[src/rtl/fwp_pkg.sv]
package fwp_pkg;
    localparam int BND_W = 7;

    typedef struct packed {
        logic             cfg_open;   // 1: config page not forced protected
        logic             span_off;   // 1: boundary/direction span ignored
        logic             dir_up;     // 1: span is boundary..last, 0: 0..boundary
        logic [BND_W-1:0] bnd;
    } fwp_cfg_t;

    localparam int CFG_W = $bits(fwp_cfg_t);
endpackage

[src/rtl/fwp_cfg_store.sv]
module fwp_cfg_store
    import fwp_pkg::*;
(
    input  logic     clk,
    input  logic     rst_n,
    input  logic     wr_en,
    input  fwp_cfg_t wr_data,
    output fwp_cfg_t cfg_o,
    output logic     err_o
);
    typedef struct packed {
        fwp_cfg_t cfg;
        logic     taken;
        logic     err;
    } store_t;

    store_t st_d, st_q;

    always_comb begin
        st_d = st_q;
        if (wr_en) begin
            if (!st_q.taken) begin
                st_d.cfg   = wr_data;
                st_d.taken = 1'b1;
            end else begin
                st_d.err = 1'b1;
            end
        end
    end

    always_ff @(posedge clk or negedge rst_n) begin
        if (!rst_n) begin
            st_q.cfg   <= '1;
            st_q.taken <= 1'b0;
            st_q.err   <= 1'b0;
        end else begin
            st_q <= st_d;
        end
    end

    assign cfg_o = st_q.cfg;
    assign err_o = st_q.err;
endmodule

[src/rtl/fwp_region_eval.sv]
module fwp_region_eval
    import fwp_pkg::*;
#(
    parameter int PAGE_W    = 8,
    parameter int LAST_PAGE = 63
) (
    input  fwp_cfg_t          cfg,
    input  logic [PAGE_W-1:0] page,
    output logic              deny
);
    localparam int CMP_W = (PAGE_W > BND_W) ? PAGE_W : BND_W;
    localparam logic [CMP_W-1:0] LAST_X = CMP_W'(LAST_PAGE);

    logic [CMP_W-1:0] page_x;
    logic [CMP_W-1:0] bnd_x;
    logic             beyond;
    logic             span_hit;
    logic             is_cfg_page;

    always_comb begin
        page_x      = CMP_W'(page);
        bnd_x       = CMP_W'(cfg.bnd);
        beyond      = page_x > LAST_X;
        is_cfg_page = page_x == LAST_X;
        if (cfg.span_off) begin
            span_hit = 1'b0;
        end else if (cfg.dir_up) begin
            span_hit = page_x >= bnd_x;
        end else begin
            span_hit = page_x <= bnd_x;
        end
        deny = beyond || span_hit || (is_cfg_page && !cfg.cfg_open);
    end
endmodule

[src/rtl/fwp_req_stage.sv]
module fwp_req_stage (
    input  logic clk,
    input  logic rst_n,
    input  logic valid,
    input  logic deny,
    output logic go,
    output logic viol
);
    typedef struct packed {
        logic go;
        logic viol;
    } resp_t;

    resp_t rs_d, rs_q;

    always_comb begin
        rs_d.go   = valid && !deny;
        rs_d.viol = valid && deny;
    end

    always_ff @(posedge clk or negedge rst_n) begin
        if (!rst_n) begin
            rs_q <= '0;
        end else begin
            rs_q <= rs_d;
        end
    end

    assign go   = rs_q.go;
    assign viol = rs_q.viol;
endmodule

[src/rtl/fwp_guard.sv]
module fwp_guard
    import fwp_pkg::*;
#(
    parameter int FLASH_KB   = 64,
    parameter int PAGE_BYTES = 1024,
    parameter int REQ_PAGE_W = 8
) (
    input  logic                  clk,
    input  logic                  rst_n,
    input  logic                  cfg_we,
    input  logic [CFG_W-1:0]      cfg_wdata,
    input  logic                  req_valid,
    input  logic [REQ_PAGE_W-1:0] req_page,
    output logic                  prog_go,
    output logic                  viol_pulse,
    output logic                  cfg_err
);
    localparam int NUM_PAGES = (FLASH_KB * 1024) / PAGE_BYTES;
    localparam int LAST_PAGE = NUM_PAGES - 1;

    fwp_cfg_t cfg_now;
    logic     deny_now;

    fwp_cfg_store store_i (
        .clk     (clk),
        .rst_n   (rst_n),
        .wr_en   (cfg_we),
        .wr_data (fwp_cfg_t'(cfg_wdata)),
        .cfg_o   (cfg_now),
        .err_o   (cfg_err)
    );

    fwp_region_eval #(
        .PAGE_W    (REQ_PAGE_W),
        .LAST_PAGE (LAST_PAGE)
    ) eval_i (
        .cfg  (cfg_now),
        .page (req_page),
        .deny (deny_now)
    );

    fwp_req_stage resp_i (
        .clk   (clk),
        .rst_n (rst_n),
        .valid (req_valid),
        .deny  (deny_now),
        .go    (prog_go),
        .viol  (viol_pulse)
    );
endmodule

[config.mk]
export PLATFORM = sky130hd
export DESIGN_NAME = fwp_guard
export DESIGN_NICKNAME = d
export VERILOG_FILES = /design/src/rtl/fwp_pkg.sv /design/src/rtl/fwp_cfg_store.sv /design/src/rtl/fwp_region_eval.sv /design/src/rtl/fwp_req_stage.sv /design/src/rtl/fwp_guard.sv
export SDC_FILE = /design/constraint.sdc
export NUM_CORES = 1
export LEC_CHECK = 0
export BUFFER_PORTS_ARGS = -buffer_cell sky130_fd_sc_hd__buf_2
export CAP_MARGIN = 5
export CORE_MARGIN = 2
export CORE_UTILIZATION = 50
export CTS_CLUSTER_SIZE = 30
export DETAILED_ROUTE_END_ITERATION = 7
export PLACE_DENSITY_LB_ADDON = 0.08
export SYNTH_ARGS = -nofsm -noshare
export SYNTH_HDL_FRONTEND = slang
export SYNTH_HIERARCHICAL = 1
export SYNTH_SLANG_ARGS = --single-unit
[constraint.sdc]
create_clock -name clk -period 2.4 [get_ports clk]
set_clock_uncertainty 0.15 [all_clocks]
set_input_delay 0.72 -clock clk [delete_from_list [all_inputs] [get_ports clk]]
set_output_delay 0.72 -clock clk [all_outputs]
set_load 0.02 [all_outputs]
==> reports/results.txt <==
The flow ran to the end, and the final reports show no timing, DRC or antenna violations. Net switching fraction of the power: 0.2446. The power per unit of standard cell area was 573.2 nW/um^2; the count of standard-cell rows was 15.

The net count of the finished layout is 121. The level count of the clock H-tree was 1; the cts-stage hold buffer count was 0. Cell internal power was estimated by the tool at 0.4345 mW.

The minimum clock period after layout was 2.217 ns; the count of buffers inserted at the top-level ports was 24. The logs give 2.42 ns for the required time at the endpoint of the critical path and 103 for the number of nets produced by synthesis. The logs give 0.7243 for the normalized max-slew margin and 0 for the count of pins over their slew limit. The hold violation count in the final report came out at 0. Setup repair after global routing left no endpoint under its margin. The worst-skew pair later-pin latency is 0.27 ns.

The largest fanout on the critical path was 3; the area growth from synthesis to layout was 10.16%. At the placement stage, the worst setup path has a slack of -0.06353 ns. In the final layout, the multi-input gates occupy 419.2 um^2. The library cells used most frequently in the layout, excluding fill and tap cells, are sky130_fd_sc_hd__buf_2 (24), sky130_fd_sc_hd__mux2_4 (10), sky130_fd_sc_hd__dfstp_2 (10). The starting utilization of the core area was 0.5275. The run gives 0 as the residual DRC count.

The slowest stage of the critical path belongs to the cell sky130_fd_sc_hd__dfstp_2. The layout has 162 filler cells. For the count of vias placed by the detailed router, the log shows 552. The chip height was 46.68 um. For the sequential power share, the log shows 0.496. Across the VDD grid, the largest voltage drop is 0.4137 mV. The post-detailed-route via-to-cell ratio is 4.759, and the unique cell type count in the Yosys netlist is 25.

The worst min-delay path class was in -> async. The tree is rooted in a sky130_fd_sc_hd__clkbuf_4. The part of the cycle the worst path needs was 0.9239; the fraction of power consumed by the clock network was 0.288. The run gives 0 as the initial antenna violation count. The logs give 0.215 for the share of total power in combinational logic and 6 for the number of synthesis warnings. The signal on the critical path passes through inv_1 > ha_1 > a211o_2 > a31oi_1 > a311o_1 > nand3_1 > and2_2. The placed cell area came out at 967.2 um^2. The tools report the violation count after the first detailed-routing iteration as 8. The number of global-route vias before repair is 584, and the all-layer global routing usage is 0.1513. STA classifies the critical path startpoint as a register. In the final layout, flip-flops and latches occupy 362.8 um^2.

The run gives 2179 um^2 as the die area. The switching power total is 0.1407 mW, and the post-cts gate resize count is 0. STA classifies the critical path endpoint as a register. The routed wire length per instance is 11.73 um, and the number of search-and-repair iterations in the first detailed-routing pass is 4.

Broken down by cell family, the worst path's largest delay share belongs to compound AO/OA/AOI/OAI gates. The number of placed instances, taps included, is 112. Derived from the worst setup path, the maximum achievable clock frequency is 451.0 MHz.

Across all setup checks in the final design, the least slack found is 0.1826 ns. Detailed placement finished with a half-perimeter wire length of 1.137 mm. The congestion estimate from routability-driven global placement came to 0.6769. The layout cell share with drive strength beyond 1 works out to 0.6264. The standby leakage power was 0.4813 nW; the remaining number of nets flagged by the antenna check after routing was 0. The logs give 0 for the count of maximum capacitance violations and 2.24 ns for the data arrival time of the critical path. The mapped netlist covers 910.9 um^2. After clock tree synthesis, the clock-pin slew on the worst setup and hold paths is 0.08 ns.

The maximum clock path buffer count was 2; the average cell area after synthesis was 12.31 um^2. Die boundary width: 46.68 um. The repair_antennas step left the layout with diodes totalling 0. The kind of critical path was reg -> reg.

After global routing the overflow that remains totals 0. The count of state elements after synthesis works out to 14. The count of buffer and inverter cells on the critical path is 1, and the post-CTS setup-driven buffer insertion count is 0. The total detailed-routing wirelength came out at 1.361 mm. TritonCTS built the clock tree. The core region is 1727 um^2.

The tree built by TritonCTS fans out to 14 sinks. The run gives 1003 um^2 as the area of all placed cells without fillers. Once layout is complete, the cells apart from fillers number 116. The leading cell type in the layout, fill and taps excluded is sky130_fd_sc_hd__buf_2.

Counting every instance in the synthesized netlist gives 74. The first global-routing pass estimated 2.352 mm of wire. The longest individual stage delay on the worst path was 0.55 ns. Counting the buffers created by CTS gives 3. Entering global routing, the biggest net connects 15 pins.

The sequential share of the synthesized area is 0.3984, and the number of ports placed on the die boundary is 25. At the pin with the least slew margin, the transition time is 0.4126 ns. Setup violations remaining at the end of the flow were counted as 0.
Yosys cell counts:
master / number / share of area
sky130_fd_sc_hd__buf_4: 10 / 0.082
sky130_fd_sc_hd__nand4_1: 1 / 0.0069
sky130_fd_sc_hd__nand3_1: 2 / 0.011
sky130_fd_sc_hd__nor2_1: 2 / 0.0082
sky130_fd_sc_hd__dfstp_2: 10 / 0.29
sky130_fd_sc_hd__and2b_2: 1 / 0.0096
sky130_fd_sc_hd__buf_12: 1 / 0.022
sky130_fd_sc_hd__ha_1: 7 / 0.096
sky130_fd_sc_hd__inv_1: 9 / 0.037
sky130_fd_sc_hd__and2_2: 1 / 0.0082
sky130_fd_sc_hd__nor2b_4: 1 / 0.015
sky130_fd_sc_hd__mux2_4: 10 / 0.16
sky130_fd_sc_hd__a21o_2: 1 / 0.0096
sky130_fd_sc_hd__nand2_1: 2 / 0.0082
sky130_fd_sc_hd__or2_2: 2 / 0.014
sky130_fd_sc_hd__a31oi_1: 1 / 0.0069
sky130_fd_sc_hd__a211o_1: 1 / 0.0096
sky130_fd_sc_hd__nand4b_4: 1 / 0.026
sky130_fd_sc_hd__nand2b_4: 1 / 0.015
sky130_fd_sc_hd__a21oi_1: 1 / 0.0055
sky130_fd_sc_hd__nor4_1: 2 / 0.014
sky130_fd_sc_hd__dfrtp_1: 4 / 0.11
sky130_fd_sc_hd__a311o_1: 1 / 0.011
sky130_fd_sc_hd__a211o_2: 1 / 0.011
sky130_fd_sc_hd__nand4b_1: 1 / 0.0096
routing by layer:
metal | global-route usage | up-vias | share of wire
met4 | 0.04444 | 0 | 0
li1 | - | 281 | -
met3 | 0.02353 | 0 | 0.059
met2 | 0.2389 | 17 | 0.43
met5 | 0 | - | 0
met1 | 0.2143 | 254 | 0.51
per-stage QoR:
stage | hold WS [ns] | power [mW] | util | setup TNS [ns]
after floorplan | 0.2744 | 0.3985 | - | 0
after CTS | 0.1770 | 0.5824 | 0.5812 | 0
after global placement | 0.2914 | 0.4118 | 0.5601 | -0.05430
after detailed placement | 0.3007 | 0.4156 | 0.5601 | -0.1212
final | 0.1700 | 0.5752 | 0.5812 | 0
after global routing | 0.1795 | 0.6099 | 0.5812 | 0
worst paths after layout:
check | from | to | slack, ns | cells past startpoint
worst max-delay path | store_i/cfg_o[6] | resp_i/viol | 0.18 | 7
worst min-delay path | rst_n | store_i/st_q[1] | 0.17 | 1
worst max register to register | store_i/cfg_o[6] | resp_i/viol | 0.18 | 7
worst min register to register | store_i/err_o | store_i/err_o | 0.32 | 1
max in group asynchronous | rst_n | store_i/cfg_o[0] | 1.65 | 1
min in group clk | store_i/err_o | store_i/err_o | 0.32 | 1
state kept, by name, indices dropped and copies added, names as in the netlist:
name,cells
resp_i/go,1
store_i/st_q,1
store_i/cfg_o,10
store_i/err_o,1
resp_i/viol,1
final cells by class:
cell class	instances	share of cell area
sequential	14	0.3616
tap	25	0.03117
clock buffer	4	0.03616
inverter	9	0.03367
timing repair buffer	24	0.1197
multi-input combinational	40	0.4177
logic make-up after synthesis:
logic type,synth area share
AOI/OAI and AO/OA,0.05357
adders and majority gates,0.09615
buffers and inverters,0.1415
DFF,0.3984
muxes,0.1648
and+or+nand+nor,0.1456
power groups by stage:
stage                     clock network [mW]  logic [mW]  registers [mW]
after floorplan                            0       0.111           0.287
after global placement                     0       0.122           0.290
after detailed placement                   0       0.126           0.290
after CTS                              0.170       0.126           0.286
after global routing                   0.180       0.140           0.290
final                                  0.166       0.124           0.286
Note: power is estimated with default switching activity, not from simulation.
